File: config.mk
export PLATFORM = sky130hd
export DESIGN_NAME = dual_pfd_mon
export DESIGN_NICKNAME = d
export VERILOG_FILES = /design/src/rtl/dpfd_pkg.sv /design/src/rtl/dpfd_core.sv /design/src/rtl/dpfd_lock.sv /design/src/rtl/dpfd_mon.sv /design/src/rtl/dual_pfd_mon.sv
export SDC_FILE = /design/constraint.sdc
export NUM_CORES = 1
export LEC_CHECK = 0
export CAP_MARGIN = 10
export CORE_MARGIN = 2
export CORE_UTILIZATION = 55
export DETAILED_ROUTE_END_ITERATION = 8
export DONT_BUFFER_PORTS = 1
export PLACE_DENSITY_LB_ADDON = 0.2
export SKIP_CTS_REPAIR_TIMING = 1
export SYNTH_ARGS = -nofsm -noshare
export SYNTH_HDL_FRONTEND = slang
export SYNTH_SLANG_ARGS = --single-unit
File: constraint.sdc
create_clock -name clk_i -period 1.35 [get_ports clk_i]
set_input_delay 0 -clock clk_i [delete_from_list [all_inputs] [get_ports clk_i]]
set_output_delay 0 -clock clk_i [all_outputs]
set_load 0.005 [all_outputs]
File: src/rtl/dpfd_pkg.sv
`timescale 1ns/1ps
package dpfd_pkg;
   // pump command encoding shared by the detector and the top
   typedef enum logic [1:0] {
      CP_Z  = 2'b00,
      CP_HI = 2'b01,
      CP_LO = 2'b10
   } cp_e;
endpackage

File: src/rtl/dpfd_core.sv
`timescale 1ns/1ps
module dpfd_core
   import dpfd_pkg::*;
(
   input  logic clk_i,
   input  logic rst_ni,
   input  logic ref_stb_i,
   input  logic fb_stb_i,
   input  logic pol_i,
   input  logic hiz_i,
   input  logic sleep_i,
   output cp_e  cp_o,
   output logic busy_o,
   output logic done_o
);
   logic up_q, dn_q;
   logic ref_seen, fb_seen;

   assign ref_seen = up_q | ref_stb_i;
   assign fb_seen  = dn_q | fb_stb_i;
   assign done_o   = ~sleep_i & ref_seen & fb_seen;
   assign busy_o   = up_q | dn_q;

   always_ff @(posedge clk_i or negedge rst_ni) begin
      if (!rst_ni) begin
         up_q <= 1'b0;
         dn_q <= 1'b0;
      end else if (sleep_i) begin
         up_q <= 1'b0;
         dn_q <= 1'b0;
      end else begin
         up_q <= ref_seen & ~fb_seen;
         dn_q <= fb_seen & ~ref_seen;
      end
   end

   always_comb begin
      cp_o = CP_Z;
      if (!(hiz_i || sleep_i)) begin
         if (up_q)      cp_o = pol_i ? CP_HI : CP_LO;
         else if (dn_q) cp_o = pol_i ? CP_LO : CP_HI;
      end
   end


   no_both_chk: assert property (@(posedge clk_i) disable iff (!rst_ni)
      !(up_q && dn_q));

   up_src_chk: assert property (@(posedge clk_i) disable iff (!rst_ni)
      $rose(up_q) |-> $past(ref_stb_i));

   sleep_clr_chk: assert property (@(posedge clk_i) disable iff (!rst_ni)
      $past(sleep_i) |-> !(up_q || dn_q));
endmodule

File: src/rtl/dpfd_lock.sv
`timescale 1ns/1ps
module dpfd_lock #(
   parameter int LOCK_CNT = 8,
   parameter int LOCK_WIN = 1
) (
   input  logic clk_i,
   input  logic rst_ni,
   input  logic sleep_i,
   input  logic busy_i,
   input  logic done_i,
   output logic locked_o
);
   localparam int CW = $clog2(LOCK_CNT + 1);

   logic          good;
   logic [CW-1:0] cnt_q;

   generate
      if (LOCK_WIN == 0) begin : g_exact
         assign good = !busy_i;
      end else begin : g_win
         localparam int EW = $clog2(LOCK_WIN + 2);
         logic [EW-1:0] err_q;
         logic [EW:0]   err_now;
         assign err_now = busy_i ? ({1'b0, err_q} + (EW+1)'(1)) : '0;
         assign good    = err_now <= (EW+1)'(LOCK_WIN);
         always_ff @(posedge clk_i or negedge rst_ni) begin
            if (!rst_ni)                err_q <= '0;
            else if (sleep_i || done_i) err_q <= '0;
            else if (busy_i && err_q != EW'(LOCK_WIN + 1))
               err_q <= err_q + EW'(1);
         end
      end
   endgenerate

   always_ff @(posedge clk_i or negedge rst_ni) begin
      if (!rst_ni)      cnt_q <= '0;
      else if (sleep_i) cnt_q <= '0;
      else if (done_i) begin
         if (!good)                        cnt_q <= '0;
         else if (cnt_q != CW'(LOCK_CNT))  cnt_q <= cnt_q + CW'(1);
      end
   end

   assign locked_o = cnt_q == CW'(LOCK_CNT);


   lock_rise_chk: assert property (@(posedge clk_i) disable iff (!rst_ni)
      $rose(locked_o) |-> $past(done_i && good));

   lock_drop_chk: assert property (@(posedge clk_i) disable iff (!rst_ni)
      (done_i && !good && !sleep_i) |=> !locked_o);
endmodule

File: src/rtl/dpfd_mon.sv
`timescale 1ns/1ps
module dpfd_mon (
   input  logic [1:0] lsel_i,
   input  logic [1:0] csel_i,
   input  logic [1:0] lock_i,
   input  logic [1:0] ref_stb_i,
   input  logic [1:0] fb_stb_i,
   input  logic       boost_a_i,
   output logic       mon_o,
   output logic       oe_o,
   output logic [1:0] clr_o
);
   logic ch;

   assign ch = csel_i[1];

   always_comb begin
      mon_o = 1'b0;
      oe_o  = 1'b0;
      clr_o = 2'b00;
      unique case (csel_i)
         2'b00: begin
            oe_o = |lsel_i;
            unique case (lsel_i)
               2'b01:   mon_o = lock_i[0];
               2'b10:   mon_o = lock_i[1];
               2'b11:   mon_o = &lock_i;
               default: mon_o = 1'b0;
            endcase
         end
         2'b01, 2'b10: begin
            oe_o  = 1'b1;
            mon_o = lsel_i[1] ? fb_stb_i[ch] : ref_stb_i[ch];
         end
         default: begin
            if (lsel_i == 2'b00) oe_o  = boost_a_i;
            else                 clr_o = lsel_i;
         end
      endcase
   end
endmodule

File: src/rtl/dual_pfd_mon.sv
`timescale 1ns/1ps
module dual_pfd_mon #(
   parameter int LOCK_CNT = 8,
   parameter int LOCK_WIN = 1
) (
   input  logic       clk_i,
   input  logic       rst_ni,
   input  logic [1:0] ref_stb_i,
   input  logic [1:0] fb_stb_i,
   input  logic [1:0] pol_i,
   input  logic [1:0] hiz_i,
   input  logic       boost_a_i,
   input  logic [1:0] sleep_i,
   input  logic [1:0] lsel_i,
   input  logic [1:0] csel_i,
   output logic [3:0] cp_o,
   output logic [1:0] lock_o,
   output logic       mon_o,
   output logic       mon_oe_o,
   output logic [1:0] cnt_clr_o
);
   import dpfd_pkg::*;
   localparam int NCH = 2;

   generate
      if (LOCK_CNT < 1 || LOCK_WIN < 0) begin : g_bad_cfg
         $error("dual_pfd_mon: LOCK_CNT must be >= 1 and LOCK_WIN >= 0");
      end
   endgenerate

   generate
      for (genvar g = 0; g < NCH; g++) begin : g_ch
         cp_e  cp_w;
         logic busy_w, done_w;
         dpfd_core u_core (
            .clk_i     (clk_i),
            .rst_ni    (rst_ni),
            .ref_stb_i (ref_stb_i[g]),
            .fb_stb_i  (fb_stb_i[g]),
            .pol_i     (pol_i[g]),
            .hiz_i     (hiz_i[g]),
            .sleep_i   (sleep_i[g]),
            .cp_o      (cp_w),
            .busy_o    (busy_w),
            .done_o    (done_w)
         );
         dpfd_lock #(.LOCK_CNT(LOCK_CNT), .LOCK_WIN(LOCK_WIN)) u_lock (
            .clk_i    (clk_i),
            .rst_ni   (rst_ni),
            .sleep_i  (sleep_i[g]),
            .busy_i   (busy_w),
            .done_i   (done_w),
            .locked_o (lock_o[g])
         );
         assign cp_o[2*g +: 2] = cp_w;
      end
   endgenerate

   dpfd_mon u_mon (
      .lsel_i    (lsel_i),
      .csel_i    (csel_i),
      .lock_i    (lock_o),
      .ref_stb_i (ref_stb_i),
      .fb_stb_i  (fb_stb_i),
      .boost_a_i (boost_a_i),
      .mon_o     (mon_o),
      .oe_o      (mon_oe_o),
      .clr_o     (cnt_clr_o)
   );


   fast_low_chk: assert property (@(posedge clk_i) disable iff (!rst_ni)
      (csel_i == 2'b11 && lsel_i == 2'b00 && mon_oe_o) |-> !mon_o);

   clr_release_chk: assert property (@(posedge clk_i) disable iff (!rst_ni)
      (|cnt_clr_o) |-> !mon_oe_o);
endmodule

# Yosys cells after proc, flatten, opt, wreduce, memory -nomap -nowiden
# Index checks and enable logic that the tools add are counted.
# Widths: inputs -> output; s select.
dict set report classes {
  bitwise 20
  n_addsub 6
  n_eq_ne 13
  order_cmp 3
  n_reduce_logical 18
  muxes 39
}
# operator count
set ops {}
lappend ops {{$mux 2} 16}
lappend ops {{$mux 4} 8}
lappend ops {{$mux 1} 10}
lappend ops {{$add 4x1->4 const B} 2}
lappend ops {{$and 1x1->1} 8}
lappend ops {{$eq 4x4->1 const B} 2}
lappend ops {{$ne 4x4->1 const B} 2}
lappend ops {{$reduce_bool 2->1} 4}
lappend ops {{$add 2x1->3 const B} 2}
lappend ops {{$eq 2x2->1 const B} 3}
lappend ops {{$le 3x1->1 const B} 2}
lappend ops {{$mux 3} 2}
lappend ops {{$ne 3x3->1 const B} 2}
lappend ops {{$not 1->1} 6}
lappend ops {{$or 1x1->1} 6}
lappend ops {{$reduce_and 2->1} 3}
lappend ops {{$add 2x1->2 const B} 2}
lappend ops {{$eq 2x1->1 const B} 2}
lappend ops {{$logic_not 2->1} 2}
lappend ops {{$logic_or 1x1->1} 4}
lappend ops {{$ne 2x2->1 const B} 2}
lappend ops {{$pmux 1 s2} 2}
lappend ops {{$reduce_or 2->1} 2}
lappend ops {{$pmux 1 s3} 1}
lappend ops {{other kinds (3)} 4}
dict set report word_totals {
  inputBits 17
  reg_bits 16
}

# Logic depth before layout (Yosys ltp)
dict set report depth {
  word_depth 6
  ltp_mapped 6
  mapped_depth_nobuf 6
}

# Modules after synthesis
# Synthesis repeated with hierarchy kept, for this count alone.
dict set report unflattened {
  cells_unflattened 128
  hier_area_um2 1173.6
}
# module area_per_inst_um2 n_inst seq_area_each_um2 cells_each
set modules_own_cells {}
lappend modules_own_cells {dpfd_lock 399.1 2 150.1 42}
lappend modules_own_cells {dpfd_core 127.6 2 50.0 14}
lappend modules_own_cells {dpfd_mon 120.1 1 0.0 16}

# Worst setup path after synthesis
# No wires, ideal clock.
dict set report synth_path {
  path_type {register -> register}
  start {register g_ch[1].u_lock.g_win.err_q[0]}
  end {register g_ch[1].u_lock.cnt_q[3]}
  stages_incl_launch_ff 7
  arrival_ns 1.353
  setup_ns 0.121
  n_path_buf 0
  required_time_ns 1.229
  setup_slack_ns -0.124
  cell_sequence {dfrtp_1 inv_1 ha_1 nor2b_1 o21bai_1 o21ai_0 a22o_1}
}
dict set report synth_via {
  elab_chain_len 6
  word_cells_on_any_way 8
  classes_between {add/sub (1); order compare (1); eq/ne (1); mux (4); reduce/logical (1)}
}
# element line_no
set synth_rtl {}
lappend synth_rtl {{start: declaration} dpfd_lock.sv:23} ;# logic [EW-1:0] err_q;
lappend synth_rtl {{start signal: assignment} dpfd_lock.sv:31} ;# err_q <= err_q + EW'(1);
lappend synth_rtl {{$add 2x1->3 (*)} dpfd_lock.sv:25} ;# assign err_now = busy_i ? ({1'b0, err_q} + (EW+1)'(1)) : '0;
lappend synth_rtl {{$mux 3 (*)} dpfd_lock.sv:25}
lappend synth_rtl {{$le 3x1->1 (*)} dpfd_lock.sv:26} ;# assign good = err_now <= (EW+1)'(LOCK_WIN);
lappend synth_rtl {{$mux 4} dpfd_lock.sv:40} ;# if (!good) cnt_q <= '0;
lappend synth_rtl {{$mux 4} dpfd_lock.sv:39} ;# else if (done_i) begin
lappend synth_rtl {{$mux 4} dpfd_lock.sv:38} ;# else if (sleep_i) cnt_q <= '0;
lappend synth_rtl {{end signal: assignment} dpfd_lock.sv:41} ;# else if (cnt_q != CW'(LOCK_CNT)) cnt_q <= cnt_q + CW'(1);
lappend synth_rtl {{end: declaration} dpfd_lock.sv:16} ;# logic [CW-1:0] cnt_q;
# Every way passes the cells marked *; elsewhere a longest branch is shown, timed or not. The select of a mux whose other input is x is not followed.
# A chain may end at the register's enable or synchronous reset.

# Final worst setup path
dict set report layout_path {
  start {register g_ch[0].u_lock.cnt_q[0]}
  end {output mon_o}
}
dict set report layout_via {
  elab_chain_len 4
}
# element line_no
set layout_rtl {}
lappend layout_rtl {{start: declaration} dpfd_lock.sv:16}
lappend layout_rtl {{start signal: assignment} dpfd_lock.sv:41}
lappend layout_rtl {{$eq 4x4->1 (*)} dpfd_lock.sv:45} ;# assign locked_o = cnt_q == CW'(LOCK_CNT);
lappend layout_rtl {{$reduce_and 2->1} dpfd_mon.sv:27} ;# 2'b11: mon_o = &lock_i;
lappend layout_rtl {{$pmux 1 s3 (*)} dpfd_mon.sv:24} ;# unique case (lsel_i)
lappend layout_rtl {{$pmux 1 s2 (*)} dpfd_mon.sv:21} ;# unique case (csel_i)
lappend layout_rtl {{end: declaration} dual_pfd_mon.sv:18} ;# output logic mon_o,
# Every way passes the cells marked *; elsewhere a longest branch is shown, timed or not.

==> qor.yml <==
floorplanning:
  start_util_pct: 57.55
  pin_count: 27
  rows: 16
  dieArea_sq_um: 2386
  core-area_sq_um: 1922
  die_height_um: 48.85
  die_x_um: 48.85
logic_synthesis:
  synth.net_count: 148
  yosysWarnings: 0
  synth_area_sq_um: 1106
  syn_avg_cell_area_sq_um: 9.141
  ys_ff_latch: 16
  yosysSeqAreaShare_pct: 36.20
  synth_cell_types: 33
  synth_cells: 121
critical_path:
  critical_path_arrival_ps: 1520
  path_class: "reg2out"
  cp_top_family: "flip-flops"
  ff2ff_path_depth: 5
  critPathMaxStageDelay_ps: 390
  r2r_end: "g_ch[1].u_lock.cnt_q[1]"
  cp-start-kind: "flip-flop"
  reg2reg_slack_ps: -170
  crit_required_ps: 1350
  r2r_start: "g_ch[1].u_lock.g_win.err_q[1]"
  critPathSlowestCell: "dfrtp_1"
  path_cells: "inv_1, ha_2, nand2_4, nor2_4, mux2i_2, o31ai_4"
  path_buf_inv: 1
  cp-end-kind: "primary output"
  path_max_fanout: 3
min_path:
  whs_path_depth: 2
  holdCritStartpoint: "sleep_i[1]"
  hold_end: "g_ch[1].u_lock.g_win.err_q[1]"
  hold_class: "in2reg"
sta:
  drv_slew: 0
  max_slew_margin_pct: 52.29
  worstMarginPinSlew_ps: 713.2
  worst_slack_ps: -172.3
  hold_ws_ps: -15.92
  skew_ps: 6.206
  setup_viol: 9
  fin_crit_ps: 1522
  max_freq_ghz: 0.6569
  rsz0062_at_grt: "true"
  post-route-period-util_pct: 112.8
  hold_viol_final: 2
drt:
  first_iter_violations: 25
  wl_per_cell_um: 15.94
  drc: 0
  wl_met1_um: 1215
  met3_length_um: 109
  dr_wl_met2_um: 1438
  wl_um: 2774
  first_pass_iters: 4
  vias_per_cell: 5.718
  vias: 995
  top_layer: "met4"
  antenna_left: 0
clock_tree:
  cts_max_path_buffers: 2
  cts_tree: "built"
  root_buffer: "clkbuf_4"
  clk_latency_ps: 300
  clk_pin_slew_ps: 110
  h-tree-depth: 1
  clock-sinks: 16
  cts_buffers: 3
final_layout:
  layout_common_cells: "dfrtp_1 (14), buf_4 (13), inv_1 (8), o21ai_0 (8)"
  area_delta_synth_final_pct: 41.74
  n_antenna_cell: 0
  nets: 175
  final_common_cell: "dfrtp_1"
  fin_cells: 174
  drive_gt1_share_pct: 38.78
flow_run:
  maxCapViolations: 0
placed_design:
  dp.cells: 159
  place.gp.congestion: 0.7519
  dp_hpwl_um: 1626
  io_buffers: 0
power:
  p_clk_share_pct: 27.9
  powerDensity_nw_per_um2: 766.4
  power_switching_uw: 356.4
  swShare_pct: 29.66
  pwr-share-comb_pct: 27.2
  report.power.total_uw: 1201
  p_int_uw: 845.1
  ir_drop_v: 0.0007930
  pwr-share-seq_pct: 44.9
  p_leak_uw: 0.0006936
global_routing:
  grt_first_pass_wirelength_um: 3581
  antenna_found_initial: 0
  grt_use_total_pct: 18.92
  grt_max_degree: 17
  overflow: 0
  grt_pass1_vias: 881
status:
  violations: "negative hold slack, negative setup slack"
  status: "finished, violations left"
[flip-flops by register name (all words and copies together) (netlist names)]
signal and cells:
g_ch.u_core.up_q 2, g_ch.u_core.dn_q 2, g_ch.u_lock.cnt_q 8, g_ch.u_lock.g_win.err_q 4
[synthesized netlist by cell type (all sizes together)]
library cell	number	share of area [%]
a21o	1	0.68
a21oi	7	3.2
a22o	1	0.79
and2	3	1.7
and3	1	0.57
buf	2	1.4
dfrtp	16	36
ha	10	11
inv	11	3.7
mux2	1	1.0
mux2i	4	3.6
mux4	1	2.0
nand2	6	2.0
nand2b	3	1.7
nand3	1	0.45
nand3b	2	1.4
nor2	8	2.9
nor2b	4	2.9
nor3	4	1.8
nor3b	2	1.4
nor4	3	1.7
o21a	1	0.68
o21ai	10	4.5
o21bai	2	1.7
o22ai	4	2.3
o2bb2ai	3	2.4
o31ai	2	1.4
or2	1	0.57
or2b	1	0.68
or3	6	3.4
[power groups by stage]
| stage | Combinational [uW] | Sequential, uW | Clock (uW) |
|---|---|---|---|
| after floorplan | 143 | 543 | 0 |
| after global placement | 206 | 539 | 0 |
| after detailed placement | 214 | 542 | 0 |
| after CTS | 216 | 532 | 341 |
| after global routing | 360 | 543 | 354 |
| final | 327 | 540 | 335 |
[how the worst max path moves through the flow]
stage	startpoint	endpoint	slack, ps	depth (start not counted)
after global placement	g_ch[1].u_lock.g_win.err_q[0]	g_ch[1].u_lock.cnt_q[1]	-190	6
after detailed placement	g_ch[1].u_lock.g_win.err_q[0]	g_ch[1].u_lock.cnt_q[3]	-230	6
after CTS	g_ch[0].u_lock.cnt_q[0]	mon_o	-260	6
after floorplan	g_ch[1].u_lock.g_win.err_q[0]	g_ch[1].u_lock.cnt_q[1]	-110	6
final	g_ch[0].u_lock.cnt_q[0]	mon_o	-170	6
after global routing	g_ch[0].u_lock.cnt_q[1]	mon_o	-240	6
[metal layers]
metal  vias to the layer above  track usage [%]
met4                         0            5.714
met3                         2            3.681
met1                       479            25.40
met5                         -                0
li1                        487                -
met2                        27            31.05
[stage by stage]
stage | setup TNS, ps | util (%) | instance area (sq um) | hold WS (ps) | worst slack, ps
after floorplan | -484.0 | - | 1114 | -295.6 | -110.8
after global placement | -1053 | 64.00 | 1230 | -295.1 | -191.7
after detailed placement | -1280 | 64.00 | 1230 | -295.3 | -229.9
after CTS | -1779 | 65.89 | 1266 | -625.2 | -263.1
after global routing | -1724 | 81.58 | 1568 | 24.55 | -238.8
final | -1144 | 81.58 | 1568 | -15.92 | -172.3
[worst reg2reg max path, cell delays in order, from the launching register on]
cell	delay (ps)
dfrtp_2	460
ha_4	270
nor2b_4	150
o21bai_4	80
or3_4	350
o22ai_1	150
[cell families (layout without fill, tap and decap cells)]
kind of cell	after synthesis	count (layout)	synth area share (%)
simple gates	45	45	23.19
compound gates	31	31	17.53
flops	16	16	36.20
buf+inv	13	39	5.090
fa+ha+maj	10	10	11.31
mux	6	6	6.674
[area by class of cell]
type	count	area, sq um
clock buffers	4	36.28
fillers	118	354.1
inverters	11	41.29
multi-input cells	92	840.8
flip-flops and latches	16	402.9
well taps	27	33.78
repair buffers	24	212.7
(Power assumes the default switching activity.)
